<file path="src/rtl/i2c_rp_pkg.sv">
package i2c_rp_pkg;

    localparam int unsigned BYTE_W = 8;

    typedef enum logic [3:0] {
        ST_IDLE,
        ST_DEVADR,
        ST_DEVACK,
        ST_PTRBYTE,
        ST_PTRACK,
        ST_WRBYTE,
        ST_WRACK,
        ST_RDBYTE,
        ST_RDACK,
        ST_PARK
    } rp_state_t;

endpackage

</file>
<file path="src/rtl/i2c_rp_sync.sv">
module i2c_rp_sync #(
    parameter int unsigned STAGES = 2
) (
    input  logic clk,
    input  logic rst_n,
    input  logic scl_i,
    input  logic sda_i,
    output logic sda_s,
    output logic scl_rise,
    output logic scl_fall,
    output logic start_det,
    output logic stop_det
);

    logic [STAGES-1:0] scl_chain;
    logic [STAGES-1:0] sda_chain;
    logic              scl_q;
    logic              sda_q;
    logic              scl_s;

    // Synchroniser chains for both bus lines, followed by one history flop each.
    always_ff @(posedge clk or negedge rst_n) begin
        if (!rst_n) begin
            scl_chain <= '1;
            sda_chain <= '1;
            scl_q     <= 1'b1;
            sda_q     <= 1'b1;
        end else begin
            scl_chain <= {scl_chain[STAGES-2:0], scl_i};
            sda_chain <= {sda_chain[STAGES-2:0], sda_i};
            scl_q     <= scl_s;
            sda_q     <= sda_s;
        end
    end

    assign scl_s     = scl_chain[STAGES-1];
    assign sda_s     = sda_chain[STAGES-1];
    assign scl_rise  = scl_s & ~scl_q;
    assign scl_fall  = ~scl_s & scl_q;
    assign start_det = scl_s & scl_q & sda_q & ~sda_s;
    assign stop_det  = scl_s & scl_q & ~sda_q & sda_s;

endmodule

</file>
<file path="src/rtl/i2c_rp_ptr.sv">
module i2c_rp_ptr #(
    parameter int unsigned ADDR_W = 6,
    parameter int unsigned WIN    = 8
) (
    input  logic              clk,
    input  logic              rst_n,
    input  logic              load,
    input  logic [ADDR_W-1:0] load_val,
    input  logic              inc,
    input  logic              claim,
    input  logic              stop_det,
    output logic [ADDR_W-1:0] ptr,
    output logic              hold
);

    localparam logic [ADDR_W-1:0] WIN_L = ADDR_W'(WIN);
    localparam logic [ADDR_W-1:0] TOP_L = '1;

    logic [ADDR_W-1:0] ptr_q;
    logic              open_q;

    always_ff @(posedge clk or negedge rst_n) begin
        if (!rst_n) begin
            ptr_q <= '0;
        end else if (load) begin
            ptr_q <= load_val;
        end else if (inc) begin
            ptr_q <= ptr_q + 1'b1;
        end
    end

    // An addressed transfer stays open from the device-byte match until STOP.
    always_ff @(posedge clk or negedge rst_n) begin
        if (!rst_n) begin
            open_q <= 1'b0;
        end else if (stop_det) begin
            open_q <= 1'b0;
        end else if (claim) begin
            open_q <= 1'b1;
        end
    end

    assign ptr  = ptr_q;
    assign hold = open_q & (ptr_q < WIN_L);

    assert_ptr_wrap_R7: assert property (@(posedge clk) disable iff (!rst_n)
        (inc && !load && ptr_q == TOP_L) |=> (ptr_q == '0));

    assert_hold_drop_stop_R9: assert property (@(posedge clk) disable iff (!rst_n)
        stop_det |=> !hold);

    assert_ptr_step_R4: assert property (@(posedge clk) disable iff (!rst_n)
        (inc && !load) |=> (ptr_q == $past(ptr_q) + 1'b1));

endmodule

</file>
<file path="src/rtl/i2c_rp_fsm.sv">
module i2c_rp_fsm
    import i2c_rp_pkg::*;
#(
    parameter logic [6:0]  DEV_ADDR = 7'h68,
    parameter int unsigned ADDR_W   = 6
) (
    input  logic              clk,
    input  logic              rst_n,
    input  logic              sda_s,
    input  logic              scl_rise,
    input  logic              scl_fall,
    input  logic              start_det,
    input  logic              stop_det,
    input  logic [BYTE_W-1:0] rdata,
    output logic              sda_oe,
    output logic              wr_en,
    output logic [BYTE_W-1:0] wr_data,
    output logic              ptr_load,
    output logic [ADDR_W-1:0] ptr_load_val,
    output logic              ptr_inc,
    output logic              claim
);

    localparam logic [3:0] RX_DONE = 4'd8;
    localparam logic [3:0] TX_LAST = 4'd7;

    rp_state_t         state_q, state_n;
    logic [3:0]        bitcnt_q;
    logic [BYTE_W-1:0] shreg_q;
    logic [BYTE_W-1:0] wdat_q;
    logic              rw_q;
    logic              acked_q;
    logic              oe_q;
    logic              we_q;
    logic              byte_end;
    logic              dev_match;

    assign byte_end  = scl_fall && (bitcnt_q == RX_DONE);
    assign dev_match = (shreg_q[7:1] == DEV_ADDR);

    // Next-state logic
    always_comb begin
        state_n = state_q;
        if (start_det) begin
            state_n = ST_DEVADR;
        end else if (stop_det) begin
            state_n = ST_IDLE;
        end else begin
            unique case (state_q)
                ST_IDLE:    state_n = ST_IDLE;
                ST_PARK:    state_n = ST_PARK;
                ST_DEVADR:  if (byte_end) state_n = dev_match ? ST_DEVACK : ST_PARK;
                ST_DEVACK:  if (scl_fall) state_n = rw_q ? ST_RDBYTE : ST_PTRBYTE;
                ST_PTRBYTE: if (byte_end) state_n = ST_PTRACK;
                ST_PTRACK:  if (scl_fall) state_n = ST_WRBYTE;
                ST_WRBYTE:  if (byte_end) state_n = ST_WRACK;
                ST_WRACK:   if (scl_fall) state_n = ST_WRBYTE;
                ST_RDBYTE:  if (scl_fall && bitcnt_q == TX_LAST) state_n = ST_RDACK;
                ST_RDACK:   if (scl_fall) state_n = acked_q ? ST_RDBYTE : ST_PARK;
                default:    state_n = ST_IDLE;
            endcase
        end
    end

    // State register
    always_ff @(posedge clk or negedge rst_n) begin
        if (!rst_n) state_q <= ST_IDLE;
        else        state_q <= state_n;
    end

    // Output and datapath registers
    always_ff @(posedge clk or negedge rst_n) begin
        if (!rst_n) begin
            bitcnt_q <= '0;
            shreg_q  <= '0;
            wdat_q   <= '0;
            rw_q     <= 1'b0;
            acked_q  <= 1'b0;
            oe_q     <= 1'b0;
            we_q     <= 1'b0;
        end else begin
            we_q <= 1'b0;
            if (start_det || stop_det) begin
                bitcnt_q <= '0;
                oe_q     <= 1'b0;
            end else begin
                unique case (state_q)
                    ST_DEVADR, ST_PTRBYTE, ST_WRBYTE: begin
                        if (scl_rise) begin
                            shreg_q  <= {shreg_q[BYTE_W-2:0], sda_s};
                            bitcnt_q <= bitcnt_q + 1'b1;
                        end
                        if (byte_end) begin
                            bitcnt_q <= '0;
                            if (state_q == ST_DEVADR) begin
                                rw_q <= shreg_q[0];
                                oe_q <= dev_match;
                            end else begin
                                oe_q <= 1'b1;
                            end
                            if (state_q == ST_WRBYTE) begin
                                we_q   <= 1'b1;
                                wdat_q <= shreg_q;
                            end
                        end
                    end
                    ST_DEVACK: begin
                        if (scl_fall) begin
                            bitcnt_q <= '0;
                            if (rw_q) begin
                                shreg_q <= rdata;
                                oe_q    <= ~rdata[BYTE_W-1];
                            end else begin
                                oe_q <= 1'b0;
                            end
                        end
                    end
                    ST_PTRACK, ST_WRACK: begin
                        if (scl_fall) oe_q <= 1'b0;
                    end
                    ST_RDBYTE: begin
                        if (scl_fall) begin
                            if (bitcnt_q == TX_LAST) begin
                                oe_q <= 1'b0;
                            end else begin
                                shreg_q  <= {shreg_q[BYTE_W-2:0], 1'b0};
                                oe_q     <= ~shreg_q[BYTE_W-2];
                                bitcnt_q <= bitcnt_q + 1'b1;
                            end
                        end
                    end
                    ST_RDACK: begin
                        if (scl_rise) acked_q <= ~sda_s;
                        if (scl_fall && acked_q) begin
                            bitcnt_q <= '0;
                            shreg_q  <= rdata;
                            oe_q     <= ~rdata[BYTE_W-1];
                        end
                    end
                    ST_IDLE, ST_PARK: oe_q <= 1'b0;
                    default:          oe_q <= 1'b0;
                endcase
            end
        end
    end

    assign sda_oe       = oe_q;
    assign wr_en        = we_q;
    assign wr_data      = wdat_q;
    assign ptr_load     = (state_q == ST_PTRBYTE) && byte_end;
    assign ptr_load_val = shreg_q[ADDR_W-1:0];
    assign ptr_inc      = scl_rise && ((state_q == ST_WRACK) ||
                                       (state_q == ST_RDACK && !sda_s));
    assign claim        = (state_q == ST_DEVADR) && byte_end && dev_match;

    assert_we_in_ack_R3: assert property (@(posedge clk) disable iff (!rst_n)
        we_q |-> (state_q == ST_WRACK && oe_q));

    assert_we_single_R3: assert property (@(posedge clk) disable iff (!rst_n)
        we_q |=> !we_q);

    assert_inc_acked_R4: assert property (@(posedge clk) disable iff (!rst_n)
        (ptr_inc && state_q == ST_WRACK) |-> oe_q);

    assert_park_release_R8: assert property (@(posedge clk) disable iff (!rst_n)
        (state_q == ST_PARK || state_q == ST_IDLE) |-> !oe_q);

    assert_start_restart_R10: assert property (@(posedge clk) disable iff (!rst_n)
        start_det |=> (state_q == ST_DEVADR && !oe_q && !we_q));

endmodule

</file>
<file path="src/rtl/i2c_regport_slave.sv">
module i2c_regport_slave
    import i2c_rp_pkg::*;
#(
    parameter logic [6:0]  DEV_ADDR    = 7'h68,
    parameter int unsigned ADDR_W      = 6,
    parameter int unsigned CLK_WIN     = 8,
    parameter int unsigned SYNC_STAGES = 2
) (
    input  logic              clk,
    input  logic              rst_n,
    input  logic              scl_i,
    input  logic              sda_i,
    output logic              sda_oe,
    output logic [ADDR_W-1:0] reg_addr,
    output logic [BYTE_W-1:0] reg_wdata,
    output logic              reg_we,
    input  logic [BYTE_W-1:0] reg_rdata,
    output logic              clk_hold
);

    logic              sda_s, scl_rise, scl_fall, start_det, stop_det;
    logic              ptr_load, ptr_inc, claim;
    logic [ADDR_W-1:0] ptr_load_val, ptr;

    i2c_rp_sync #(.STAGES(SYNC_STAGES)) u_sync (
        .clk       (clk),
        .rst_n     (rst_n),
        .scl_i     (scl_i),
        .sda_i     (sda_i),
        .sda_s     (sda_s),
        .scl_rise  (scl_rise),
        .scl_fall  (scl_fall),
        .start_det (start_det),
        .stop_det  (stop_det)
    );

    i2c_rp_fsm #(.DEV_ADDR(DEV_ADDR), .ADDR_W(ADDR_W)) u_fsm (
        .clk          (clk),
        .rst_n        (rst_n),
        .sda_s        (sda_s),
        .scl_rise     (scl_rise),
        .scl_fall     (scl_fall),
        .start_det    (start_det),
        .stop_det     (stop_det),
        .rdata        (reg_rdata),
        .sda_oe       (sda_oe),
        .wr_en        (reg_we),
        .wr_data      (reg_wdata),
        .ptr_load     (ptr_load),
        .ptr_load_val (ptr_load_val),
        .ptr_inc      (ptr_inc),
        .claim        (claim)
    );

    i2c_rp_ptr #(.ADDR_W(ADDR_W), .WIN(CLK_WIN)) u_ptr (
        .clk      (clk),
        .rst_n    (rst_n),
        .load     (ptr_load),
        .load_val (ptr_load_val),
        .inc      (ptr_inc),
        .claim    (claim),
        .stop_det (stop_det),
        .ptr      (ptr),
        .hold     (clk_hold)
    );

    assign reg_addr = ptr;

endmodule

</file>
<file path="config.mk">
export PLATFORM = sky130hd
export DESIGN_NAME = i2c_regport_slave
export DESIGN_NICKNAME = d
export VERILOG_FILES = /design/src/rtl/i2c_rp_pkg.sv /design/src/rtl/i2c_rp_sync.sv /design/src/rtl/i2c_rp_ptr.sv /design/src/rtl/i2c_rp_fsm.sv /design/src/rtl/i2c_regport_slave.sv
export SDC_FILE = /design/constraint.sdc
export NUM_CORES = 1
export LEC_CHECK = 0
export BUFFER_PORTS_ARGS = -buffer_cell sky130_fd_sc_hd__buf_2
export CAP_MARGIN = 15
export CORE_UTILIZATION = 30
export DETAILED_ROUTE_END_ITERATION = 8
export MAX_ROUTING_LAYER = met4
export PLACE_DENSITY = 0.5
export SLEW_MARGIN = 20
export SYNTH_ARGS = -nofsm -noshare
export SYNTH_HDL_FRONTEND = slang
export SYNTH_HIERARCHICAL = 1
export SYNTH_SLANG_ARGS = --single-unit
</file>
<file path="constraint.sdc">
create_clock -name clk -period 2.17 [get_ports clk]
set_input_delay 0.3255 -clock clk [delete_from_list [all_inputs] [get_ports clk]]
set_output_delay 0.3255 -clock clk [all_outputs]
set_load 0.03 [all_outputs]
</file>
After elaboration in Yosys (flattened, before gate mapping)
Cells that the tools add are included.
{"block": "word_totals", "register_bits": 41, "in_bits": 12, "output_inout_bits": 17, "elab_cells": 134}
{"block": "op_classes", "addsub": 2, "order_cmp": 1, "n_eq_ne": 32, "n_mux": 46, "bitwise_logic": 15, "reduce_logical": 24}
{"cell": "$mux 4", "count": 18}
{"cell": "$mux 8", "count": 6}
{"cell": "$ne 4x1->1 const B", "count": 8}
{"cell": "$pmux 4 s8", "count": 1}
{"cell": "$pmux 8 s4", "count": 1}
{"cell": "$eq 4x3->1 const B", "count": 5}
{"cell": "$pmux 4 s4", "count": 1}
{"cell": "$mux 1", "count": 15}
{"cell": "$ne 3x1->1 const B", "count": 5}
{"cell": "$eq 4x4->1 const B", "count": 3}
{"cell": "$mux 6", "count": 2}
{"cell": "$ne 2x1->1 const B", "count": 5}
{"cell": "$and 1x1->1", "count": 8}
{"cell": "$eq 4x2->1 const B", "count": 2}
{"cell": "$logic_and 1x1->1", "count": 8}
{"cell": "$reduce_and 4->1", "count": 2}
{"cell": "$reduce_and 8->1", "count": 1}
{"cell": "$eq 7x7->1 const B", "count": 1}
{"cell": "$not 1->1", "count": 7}
{"cell": "$reduce_and 7->1", "count": 1}
{"cell": "$add 6x1->6 const B", "count": 1}
{"cell": "$lt 6x4->1 const B", "count": 1}
{"cell": "$reduce_and 6->1", "count": 1}
{"cell": "$pmux 1 s5", "count": 1}
{"cell": "other kinds (14)", "count": 16}

Logic depth before layout (Yosys ltp)
Gate-level depths: netlist (run 1).
{"block": "depth", "depth_word": 7, "ltp_mapped": 9, "depth_no_buf": 8}

Cells and area by module
Netlist (run 1), hierarchy kept.
{"module": "i2c_rp_fsm", "instances": 1, "cells_each": 182, "area_each_um2": 1781.7, "seq_area_each_um2": 700.7}
{"module": "i2c_rp_ptr", "instances": 1, "cells_each": 38, "area_each_um2": 367.9, "seq_area_each_um2": 175.2}
{"module": "i2c_rp_sync", "instances": 1, "cells_each": 10, "area_each_um2": 190.2, "seq_area_each_um2": 157.7}

Least setup slack after synthesis (run 1)
Ideal clock, no wire load.
{"block": "synth_path", "kind": "reg-to-reg", "start": "register u_sync.sda_chain[1]", "end": "register u_fsm.wdat_q[0], in the netlist u_fsm/wr_data[0]", "t_arrival_ps": 2168, "required_ps": 2045, "path_slack_ps": -123, "stages_incl_launch_ff": 7, "n_path_buf": 1, "period_less_slack_ps": 2293, "path_cell_list": "dfstp_2 -> and4b_1 -> or2_2 -> clkbuf_1 -> or3_4 -> nor3_4 -> mux2_2"}
{"block": "synth_between", "elab_chain_len": 5, "elab_cells_between_ends": 6, "classes_between": "bitwise (4); reduce/logical (2)"}
{"element": "start: declaration", "line": "i2c_rp_sync.sv:16", "source": "logic [STAGES-1:0] sda_chain;"}
{"element": "start signal: assignment", "line": "i2c_rp_sync.sv:30", "source": "sda_chain <= {sda_chain[STAGES-2:0], sda_i};"}
{"element": "$not 1->1", "line": "i2c_rp_sync.sv:40", "source": "assign start_det = scl_s & scl_q & sda_q & ~sda_s;"}
{"element": "$and 1x1->1", "line": "i2c_rp_sync.sv:40"}
{"element": "via start_det", "line": "i2c_regport_slave.sv:21", "source": "logic sda_s, scl_rise, scl_fall, start_det, stop_det;"}
{"element": "$logic_or 1x1->1", "line": "i2c_rp_fsm.sv:83", "source": "if (start_det || stop_det) begin"}
{"element": "$not 1->1 (no line)"}
{"element": "$reduce_and 4->1 (no line)"}
{"element": "end signal: assignment", "line": "i2c_rp_fsm.sv:103", "source": "wdat_q <= shreg_q;"}
{"element": "end: declaration", "line": "i2c_rp_fsm.sv:30", "source": "logic [BYTE_W-1:0] wdat_q;"}
The timed path passes the listed nets, and every way through them passes these cells.
A chain may end at the register's enable or synchronous reset.

Worst setup path after layout (run 1)
{"block": "layout_path", "start": "register u_sync.sda_chain[1]", "end": "register u_fsm.wdat_q[5], in the netlist u_fsm/wr_data[5]"}
Same word-level chain as after synthesis.

==> impl_metrics.tcl, run 1 <==
set metrics [dict create \
    firstDrtPassIters 4 \
    synth_fa_ha_area_share_pct 1.60 \
    placed_area_um2 2720 \
    dieHeight_um 90.3 \
    cts-root-buf "clkbuf_8" \
    antenna_left 0 \
    vias 1887 \
    hold_class "input pin to async pin" \
    multi_input_area_um2 1210 \
    max_cap_viol_count 0 \
    cts_sinks 41 \
    grt_pass1_vias 1893 \
    clkTransAtPathRegs_ns 0.09 \
    slew-limit-headroom_pct 61.3 \
    drtIter0Drc 147 \
    synth_seq_area_share_pct 44.2 \
    ios 29 \
    finalSetupTns_ns 0 \
    period_share_pct 98.0 \
    gp_congestion 0.873 \
    synth-edff-count 0 \
    grt_overflow 0 \
    worst_setup_path_end_kind "flip-flop" \
    synth_xor_area_share_pct 1.50 \
    worstMarginPinSlew_ns 0.581 \
    synthCells 230 \
    power_density_nw_per_um2 1190 \
    rows 31 \
    path_class "flip-flop to flip-flop" \
    grt_util_all_layers_pct 15.3 \
    chipWidth_um 90.3 \
    yosysMostFrequentCell "dfrtp_1" \
    synth_top_family_by_area "simple AND/OR/NAND/NOR gates" \
    place_hpwl_um 4160 \
    dieArea_um2 8160 \
    rsz0062_at_grt "true" \
    critPathRequiredTime_ns 2.35 \
    nFillCells 743 \
    n_antenna_cell 0 \
    period_needed_ns 2.13 \
    finalSetupViolations 0 \
    cts_tree "done" \
    synthArstFlopShare_pct 100 \
    avgSynthCellArea_um2 10.2 \
    fin_nets 295 \
    syn_area_um2 2340 \
    synth_top_cells_by_count "dfrtp_1 (35), mux2_2 (23), nand2_1 (22)" \
    synth.largest_area_cell "dfrtp_1" \
    ys_ff_latch 41 \
    final_cell_area_um2 2900 \
    synth_fp_nets 245 \
    hold_viol_final 0 \
    grt_max_degree 42 \
    drc 0 \
    cts_hold_buf 0 \
    drt_wl_total_um 5820 \
    grt_first_pass_wirelength_um 9650 \
    area_growth_pct 24.1 \
    h-tree-depth 2 \
    coreArea_um2 7410 \
    initial_core_util_pct 31.6 \
    total_power_mw 3.44 \
    ff_latch_area_um2 1030 \
    port_buffers 28 \
    max_freq_mhz 470 \
    hold_ws_ns 0.0781 \
    drv_slew 0 \
    synthFlopType "dfrtp_1" \
    cts.path.max_buffers 2 \
    yosys_warnings 6 \
    synthMuxAreaShare_pct 12.4 \
    synth_compound_area_share_pct 13.3 \
    critPathLaunchType "flip-flop" \
    p_leak_nw 1.33 \
    outcome "finished, final reports clean" \
    synthTopCellsByArea "dfrtp_1 (37%), mux2_2 (11%), dfstp_2 (6.7%), nand2_1 (3.5%), o21ai_0 (1.9%)" \
    skew_ns 0.00702 \
    wire_per_inst_um 15.3 \
    numCtsBuffers 5 \
    drive_gt1_share_pct 39.5 \
    antenna_found_initial 0 \
    cp_data_arrival_time_ns 2.31 \
    synth_top_area_share_pct 37.4 \
    path_max_fanout 8 \
    rrSetupSlack_ns 0.04 \
    vias_per_cell 4.97 \
    synthDistinctLibCells 56 \
    clock_latency_ns 0.29 \
    ir_worst_vdd_mv 0.429 \
    synth-simple-area-share_pct 21.8 \
]
-- flip-flops by register name, indices dropped and copies added, names as in the netlist --
signal,cells
u_fsm/wr_data,8
u_fsm/wr_en,1
u_sync/scl_chain,2
u_fsm/bitcnt_q,4
u_fsm/acked_q,1
u_fsm/rw_q,1
u_ptr/open_q,1
u_ptr/ptr,6
u_sync/scl_q,1
u_fsm/state_q,4
u_fsm/sda_oe,1
u_sync/sda_q,1
u_sync/sda_chain,2
u_fsm/shreg_q,8
-- timing repair --
item	CTS	global route
buffers inserted	0	6
resized for setup	0	7
setup endpoints to repair	0	25
-- worst max-delay path, stage by stage (launching register included) --
cell	delay, ns
dfstp_2	0.56
and4b_2	0.24
or2_4	0.23
or3_4	0.35
nor3_4	0.16
buf_12	0.15
mux2_2	0.32
-- stage by stage --
| stage | setup slack (ns) | utilization (%) | instances |
|---|---|---|---|
| finish | 0.0436 | 39.2 | 380 |
| global route | -0.0321 | 39.2 | 380 |
| CTS | 0.00647 | 38.2 | 374 |
| detailed placement | 0.0197 | 36.6 | 366 |
| global placement | 0.0414 | 36.6 | 366 |
| floorplan | -0.0625 | - | 230 |
-- metal layers --
| metal | part of all wire [%] | vias up | global-route usage, % |
|---|---|---|---|
| li1 | - | 936 | - |
| met5 | 0 | - | - |
| met4 | 0 | 0 | 4.44 |
| met2 | 47 | 47 | 23.3 |
| met3 | 3.7 | 0 | 2.27 |
| met1 | 49 | 904 | 21.1 |
-- logic make-up (layout without fill, tap and decap cells) --
| logic type | count (synthesis) | count (layout) |
|---|---|---|
| buffers and inverters | 24 | 75 |
| xor gates and xnor gates | 4 | 4 |
| adders and majority gates | 3 | 3 |
| and+or+nand+nor | 85 | 85 |
| DFF | 41 | 41 |
| AOI/OAI and AO/OA | 47 | 47 |
| muxes | 26 | 26 |
-- power breakdown --
group	total [mW]	internal (mW)	switching (mW)
clock network	0.637	0.345	0.292
registers	1.25	0.972	0.274
logic	1.56	0.775	0.785
total	3.44	2.09	1.35
-- placed cells by master (no fill, tap or decap), drive strengths merged, types with 3 or more instances in the layout --
cell type | netlist | final
mux2i | 3 | 3
a22o | 3 | 3
nor3 | 5 | 5
buf | 13 | 59
inv | 8 | 9
a31oi | 3 | 3
nand3 | 9 | 9
nand2 | 22 | 22
mux2 | 23 | 23
clkbuf | 3 | 5
nand4 | 4 | 4
o31ai | 6 | 6
nor4 | 3 | 3
nor2 | 10 | 10
nand4b | 3 | 3
ha | 3 | 3
dfstp | 6 | 6
o211ai | 3 | 3
nand2b | 6 | 6
xor2 | 3 | 3
dfrtp | 35 | 35
o21ai | 13 | 13
a21oi | 7 | 7
nor4b | 3 | 3
nor2b | 6 | 6
or3 | 3 | 3
-- worst paths after layout --
path,to,cells past startpoint,from
setup / recovery,u_fsm/wr_data[5],6,u_sync/sda_chain[1]
hold / removal,u_fsm/sda_oe,2,rst_n
setup reg to reg,u_fsm/wr_data[5],6,u_sync/sda_chain[1]
hold reg to reg,u_sync/scl_chain[1],0,u_sync/scl_chain[0]
max in group asynchronous,u_sync/scl_q,2,rst_n
min in group clk,u_sync/scl_chain[0],1,scl_i
-- cell type report --
class                      instances  area share, %
multi-input combinational        165           41.8
sequential                        41           35.6
timing repair buffer              59           13.4
tap                               99           4.27
clock buffer                       5           2.37
clock inverter                     3           1.51
inverter                           8           1.03
Power figures use the tool's default switching activity.
==> run 2: changes to the inputs <==
--- a/config.mk
+++ b/config.mk
@@ -11,6 +11,7 @@
 export DETAILED_ROUTE_END_ITERATION = 8
 export MAX_ROUTING_LAYER = met4
 export PLACE_DENSITY = 0.5
+export SETUP_SLACK_MARGIN = 0.3
 export SLEW_MARGIN = 20
 export SYNTH_ARGS = -nofsm -noshare
 export SYNTH_HDL_FRONTEND = slang
==> run 2 against run 1 <==
Sequential power hardly changed. Critical endpoint unchanged. Global-route usage is 1.6 points higher. Fmax is 2.0% higher. Clock skew is 0.0013 ns lower. Total power is 12% higher. Critical path depth stayed put.
==> impl_metrics.tcl, run 2 (same netlist as run 1, synthesis figures left out) <==
set metrics [dict create \
    max_stage_delay_ns 0.53 \
    dieHeight_um 90.3 \
    antenna_found_initial 0 \
    clock_latency_ns 0.29 \
    ios 29 \
    cp_data_arrival_time_ns 2.27 \
    path_max_fanout 4 \
    place_hpwl_um 4340 \
    period_needed_ns 2.09 \
    skew_ns 0.00572 \
    grt_pass1_vias 2156 \
    grt_util_all_layers_pct 16.9 \
    wire_per_inst_um 16.1 \
    cp_num_buf_inv 1 \
    initial_core_util_pct 31.6 \
    coreArea_um2 7410 \
    drc 0 \
    h-tree-depth 2 \
    worst_path_max_delay_cell "dfstp_2" \
    drive_gt1_share_pct 52.4 \
    hold_class "input pin to async pin" \
    critPathLaunchType "flip-flop" \
    cts.path.max_buffers 2 \
    hold_viol_final 0 \
    numCtsBuffers 5 \
    n_antenna_cell 0 \
    drt_wl_total_um 6550 \
    firstDrtPassIters 4 \
    final_cell_area_um2 3320 \
    worstMarginPinSlew_ns 0.547 \
    finalSetupViolations 0 \
    cts-root-buf "clkbuf_8" \
    area_growth_pct 42.0 \
    period_share_pct 96.1 \
    rows 31 \
    drtIter0Drc 74 \
    worst_setup_path_end_kind "flip-flop" \
    path_cells "and4b_1, or2_4, or3_4, nor3_4, buf_6, mux2_4" \
    clkTransAtPathRegs_ns 0.09 \
    ir_worst_vdd_mv 0.540 \
    nFillCells 708 \
    fin_nets 321 \
    multi_input_area_um2 1410 \
    cts_sinks 41 \
    power_density_nw_per_um2 1160 \
    crit_family "simple AND/OR/NAND/NOR gates" \
    grt_overflow 0 \
    max_freq_mhz 480 \
    vias 2065 \
    path_class "flip-flop to flip-flop" \
    placed_area_um2 2840 \
    ff_latch_area_um2 1040 \
    grt_max_degree 42 \
    outcome "finished, final reports clean" \
    cts_tree "done" \
    vias_per_cell 5.09 \
    dieArea_um2 8160 \
    max_cap_viol_count 0 \
    gp_congestion 0.892 \
    finalSetupTns_ns 0 \
    port_buffers 28 \
    grt_first_pass_wirelength_um 10900 \
    final_cell_mix "buf_4 (47), dfrtp_1 (32), buf_2 (28)" \
    slew-limit-headroom_pct 63.5 \
    critPathRequiredTime_ns 2.35 \
    chipWidth_um 90.3 \
    drv_slew 0 \
    antenna_left 0 \
    p_leak_nw 1.54 \
    rsz0062_at_grt "true" \
    layout_commonest_cell "buf_4" \
]
## run 2: metrics by stage
| step | power, mW | setup WS, ns | instances | hold WS, ns | utilization (%) |
|---|---|---|---|---|---|
| 3_5_place_dp | 2.83 | -0.0405 | 382 | 0.348 | 38.4 |
| 4_1_cts | 3.71 | 0.0978 | 403 | 0.117 | 43.4 |
| 5_1_grt | 4.08 | 0.0148 | 406 | 0.109 | 44.8 |
| 6_report | 3.84 | 0.0847 | 406 | 0.0836 | 44.8 |
| 2_1_floorplan | 2.36 | -0.0614 | 230 | 0.0299 | - |
| 3_3_place_gp | 2.82 | -0.0387 | 382 | 0.347 | 38.4 |
## run 2: metal layers
layer  share of wire [%]  vias up  global-route usage [%]
li1                    -      983                       -
met5                   0        -                       -
met3                 3.4        8                    3.11
met1                  48     1029                    22.8
met4                0.87        0                    4.17
met2                  48       45                    26.4
## run 2: area by class of cell
class	instances	share of cell area, %
clock inverters	2	1.17
clock buffers	6	2.18
multi-input cells	165	42.6
flip-flops and latches	41	31.2
repair buffers	85	18.2
well taps	99	3.73
inverters	8	0.904
## run 2: worst reg2reg max path: stages, from the launching register on
cell and delay [ns]:
dfstp_2 0.53, and4b_1 0.20, or2_4 0.26, or3_4 0.35, nor3_4 0.17, buf_6 0.16, mux2_4 0.30
## run 2: report_power, final
group	total [mW]	internal (mW)	switching, mW
Combinational	1.95	1.00	0.950
Clock	0.643	0.346	0.297
Sequential	1.25	0.977	0.272
Total	3.84	2.32	1.52
## run 2: what timing repair did
item,CTS,global route
setup endpoints to repair,33,33
resized for setup,41,20
hold buffers,0,0
buffers inserted,13,3
pin swaps,9,6
## run 2: path summary, 6_finish.rpt
kind | from | to | slack, ns | cells after the start
max | u_sync/sda_q | u_fsm/wr_data[5] | 0.08 | 6
min | rst_n | u_fsm/state_q[0] | 0.08 | 2
max reg2reg | u_sync/sda_q | u_fsm/wr_data[5] | 0.08 | 6
min reg2reg | u_sync/sda_chain[0] | u_sync/sda_chain[1] | 0.36 | 0
max in group asynchronous | rst_n | u_sync/sda_q | 1.69 | 2
min in group clk | scl_i | u_sync/scl_chain[0] | 0.12 | 1
==> run 3: changes to the inputs <==
--- a/config.mk
+++ b/config.mk
@@ -10,10 +10,9 @@
 export CORE_UTILIZATION = 30
 export DETAILED_ROUTE_END_ITERATION = 8
 export MAX_ROUTING_LAYER = met4
-export PLACE_DENSITY = 0.5
+export PLACE_DENSITY = 0.51
 export SETUP_SLACK_MARGIN = 0.3
 export SLEW_MARGIN = 20
 export SYNTH_ARGS = -nofsm -noshare
 export SYNTH_HDL_FRONTEND = slang
-export SYNTH_HIERARCHICAL = 1
 export SYNTH_SLANG_ARGS = --single-unit
==> run 3 against run 2 <==
The run now ends with hold timing left. Synthesized cell count down 0.43%. Cell area down 13%. Fmax up 9.0%. Total power down 22%. Clock power down 11%. Non-clock buffer count down 36. Sequential power down 9.6%. Final cell count down 6.9%. Synthesized area down 2.7%. Sequential cell count unchanged. Routed wire length down 12%. Register-to-register slack better by 0.17 ns. Critical endpoint is now u_ptr.ptr[4].
==> impl_metrics.tcl, run 3 <==
set metrics [dict create \
    hold_ws_ns -0.00565 \
    synth.largest_area_cell "dfrtp_1" \
    antenna_left 0 \
    max_cap_viol_count 0 \
    clock_latency_ns 0.30 \
    h-tree-depth 2 \
    cts_sinks 41 \
    area_growth_pct 27.0 \
    grt_pass1_vias 1898 \
    worst_path_max_delay_cell "dfrtp_2" \
    synthDistinctLibCells 51 \
    crit_end "u_ptr.ptr[4]" \
    syn_area_um2 2280 \
    ios 29 \
    antenna_found_initial 0 \
    synthTopCellsByArea "dfrtp_1 (38%), dfstp_2 (6.9%), nand2_1 (4.8%), mux2i_1 (4.4%), mux2_2 (4.0%)" \
    place_hpwl_um 4100 \
    r2r_end "u_ptr.ptr[4]" \
    grt_first_pass_wirelength_um 9580 \
    worstMarginPinSlew_ns 0.517 \
    p_leak_nw 1.36 \
    grt_util_all_layers_pct 16.6 \
    drive_gt1_share_pct 40.1 \
    slew-limit-headroom_pct 65.5 \
    dieArea_um2 7940 \
    finalSetupViolations 0 \
    avgSynthCellArea_um2 9.94 \
    final_cell_mix "dfrtp_1 (32), nand2_1 (28), buf_2 (28)" \
    yosys_warnings 0 \
    max_freq_mhz 523 \
    cts_hold_buf 0 \
    synth_seq_area_share_pct 45.4 \
    numCtsBuffers 5 \
    cts-root-buf "clkbuf_8" \
    gp_congestion 0.913 \
    vias_per_cell 4.94 \
    period_needed_ns 1.91 \
    r2r-start "u_fsm.state_q[1]" \
    hold_viol_final 17 \
    drt_wl_total_um 5730 \
    critPathLaunchType "flip-flop" \
    fin_nets 293 \
    max_stage_delay_ns 0.45 \
    wire_per_inst_um 15.2 \
    synth_fp_nets 244 \
    violations "hold timing" \
    synth_top_area_share_pct 38.5 \
    initial_core_util_pct 31.2 \
    ys_ff_latch 41 \
    path_max_fanout 8 \
    cts.path.max_buffers 2 \
    path_class "flip-flop to flip-flop" \
    hold_class "input pin to async pin" \
    drtIter0Drc 88 \
    rrSetupSlack_ns 0.26 \
    port_buffers 28 \
    final_cell_area_um2 2890 \
    drv_slew 0 \
    skew_ns 0.0118 \
    path_cells "or2_4, or3_4, a211oi_4, buf_6, nand4_1, xor2_1, a21oi_2" \
    placed_area_um2 2600 \
    cp_data_arrival_time_ns 2.10 \
    synth_top_cells_by_count "dfrtp_1 (35), nand2_1 (29), nor2_1 (14)" \
    outcome "complete, but fails checks" \
    yosysMostFrequentCell "dfrtp_1" \
    r2r_cells 7 \
    drc 0 \
    synthCells 229 \
    synthArstFlopShare_pct 100 \
    place_inst 360 \
    chipWidth_um 89.1 \
    rows 31 \
    layout_commonest_cell "dfrtp_1" \
    critPathLaunch "u_fsm.state_q[1]" \
    n_antenna_cell 0 \
    synth-edff-count 0 \
    rsz0062_at_grt "true" \
    firstDrtPassIters 4 \
    vias 1866 \
    ir_worst_vdd_mv 0.401 \
    finalSetupTns_ns 0 \
    coreArea_um2 7290 \
    grt_max_degree 22 \
    worst_setup_path_end_kind "flip-flop" \
    grt_overflow 0 \
    clkTransAtPathRegs_ns 0.09 \
    dieHeight_um 89.1 \
    power_density_nw_per_um2 1030 \
    stdcell_count 378 \
    critPathRequiredTime_ns 2.36 \
    cts_tree "done" \
    period_share_pct 88.1 \
    synthFlopType "dfrtp_1" \
]
-- run 3: cell count changes after synthesis, moves of 4 or more --
cell     change
mux2_2      -15
o21ai_1      +9
mux2i_1      +7
nand2_1      +7
a21oi_2      +6
buf_4        -4
nor2_1       +4
nor2_2       +4
-- run 3: worst max-delay path: cells and delay by family, from the launching register on --
kind / cells / cell delay (ns)
AO/OA/AOI/OAI: 2 / 0.31
XOR/XNOR: 1 / 0.18
buffers and inverters: 1 / 0.16
flip-flops: 1 / 0.45
AND/OR/NAND/NOR: 3 / 0.71
-- run 3: worst min path at each step --
stage	to	slack (ns)	cells past startpoint
final	u_fsm.shreg_q[1]	-0.006	1
after global routing	u_fsm.wr_en	0.02	1
after CTS	u_fsm.wr_en	0.008	1
after detailed placement	u_fsm.wr_en	0.33	1
after global placement	u_fsm.wr_en	0.33	1
after floorplan	u_fsm.acked_q	0.03	0
-- run 3: final cells by class --
| class | instances | area [um2] |
|---|---|---|
| Fill cell | 772 | 4400 |
| Multi-Input combinational cell | 174 | 1270 |
| Sequential cell | 41 | 1040 |
| Timing Repair Buffer | 49 | 325 |
| Tap cell | 99 | 124 |
| Clock buffer | 7 | 96.3 |
| Inverter | 7 | 26.3 |
| Clock inverter | 1 | 8.76 |
-- run 3: power breakdown --
part           internal [mW]  total (mW)  switching, mW
Combinational          0.592        1.29          0.699
Sequential             0.916        1.13          0.211
Clock                  0.294       0.575          0.281
Total                   1.80        2.99           1.19
-- run 3: repair_timing --
item,4_1_cts,5_1_grt
buffers inserted,6,3
resized for setup,10,19
pin swaps,6,12
gates cloned,1,0
setup endpoints to repair,19,30
-- run 3: stage by stage --
stage | hold slack (ns) | util, % | setup WS (ns) | power [mW]
after floorplan | 0.0299 | - | 0.313 | 1.89
after global routing | 0.0163 | 39.7 | 0.145 | 3.24
after CTS | 0.00842 | 38.2 | 0.242 | 2.90
after global placement | 0.332 | 35.6 | 0.215 | 2.24
final | -0.00565 | 39.7 | 0.257 | 2.99
after detailed placement | 0.334 | 35.6 | 0.176 | 2.23
-- run 3: cell families after synthesis --
| group | count (synthesis) | share of synthesized area [%] |
|---|---|---|
| xor+xnor | 7 | 2.69 |
| flops | 41 | 45.4 |
| buf+inv | 15 | 3.41 |
| compound gates | 59 | 17.3 |
| mux | 21 | 9.84 |
| simple gates | 83 | 19.8 |
| fa+ha+maj | 3 | 1.65 |
-- run 3: routing by layer --
metal / global-route usage [%] / share of wire, % / vias to the layer above
met1: 22.8 / 48 / 898
li1: - / - / 920
met4: 4.33 / 1.0 / 0
met5: - / 0 / -
met2: 25.3 / 47 / 44
met3: 2.77 / 4.2 / 4
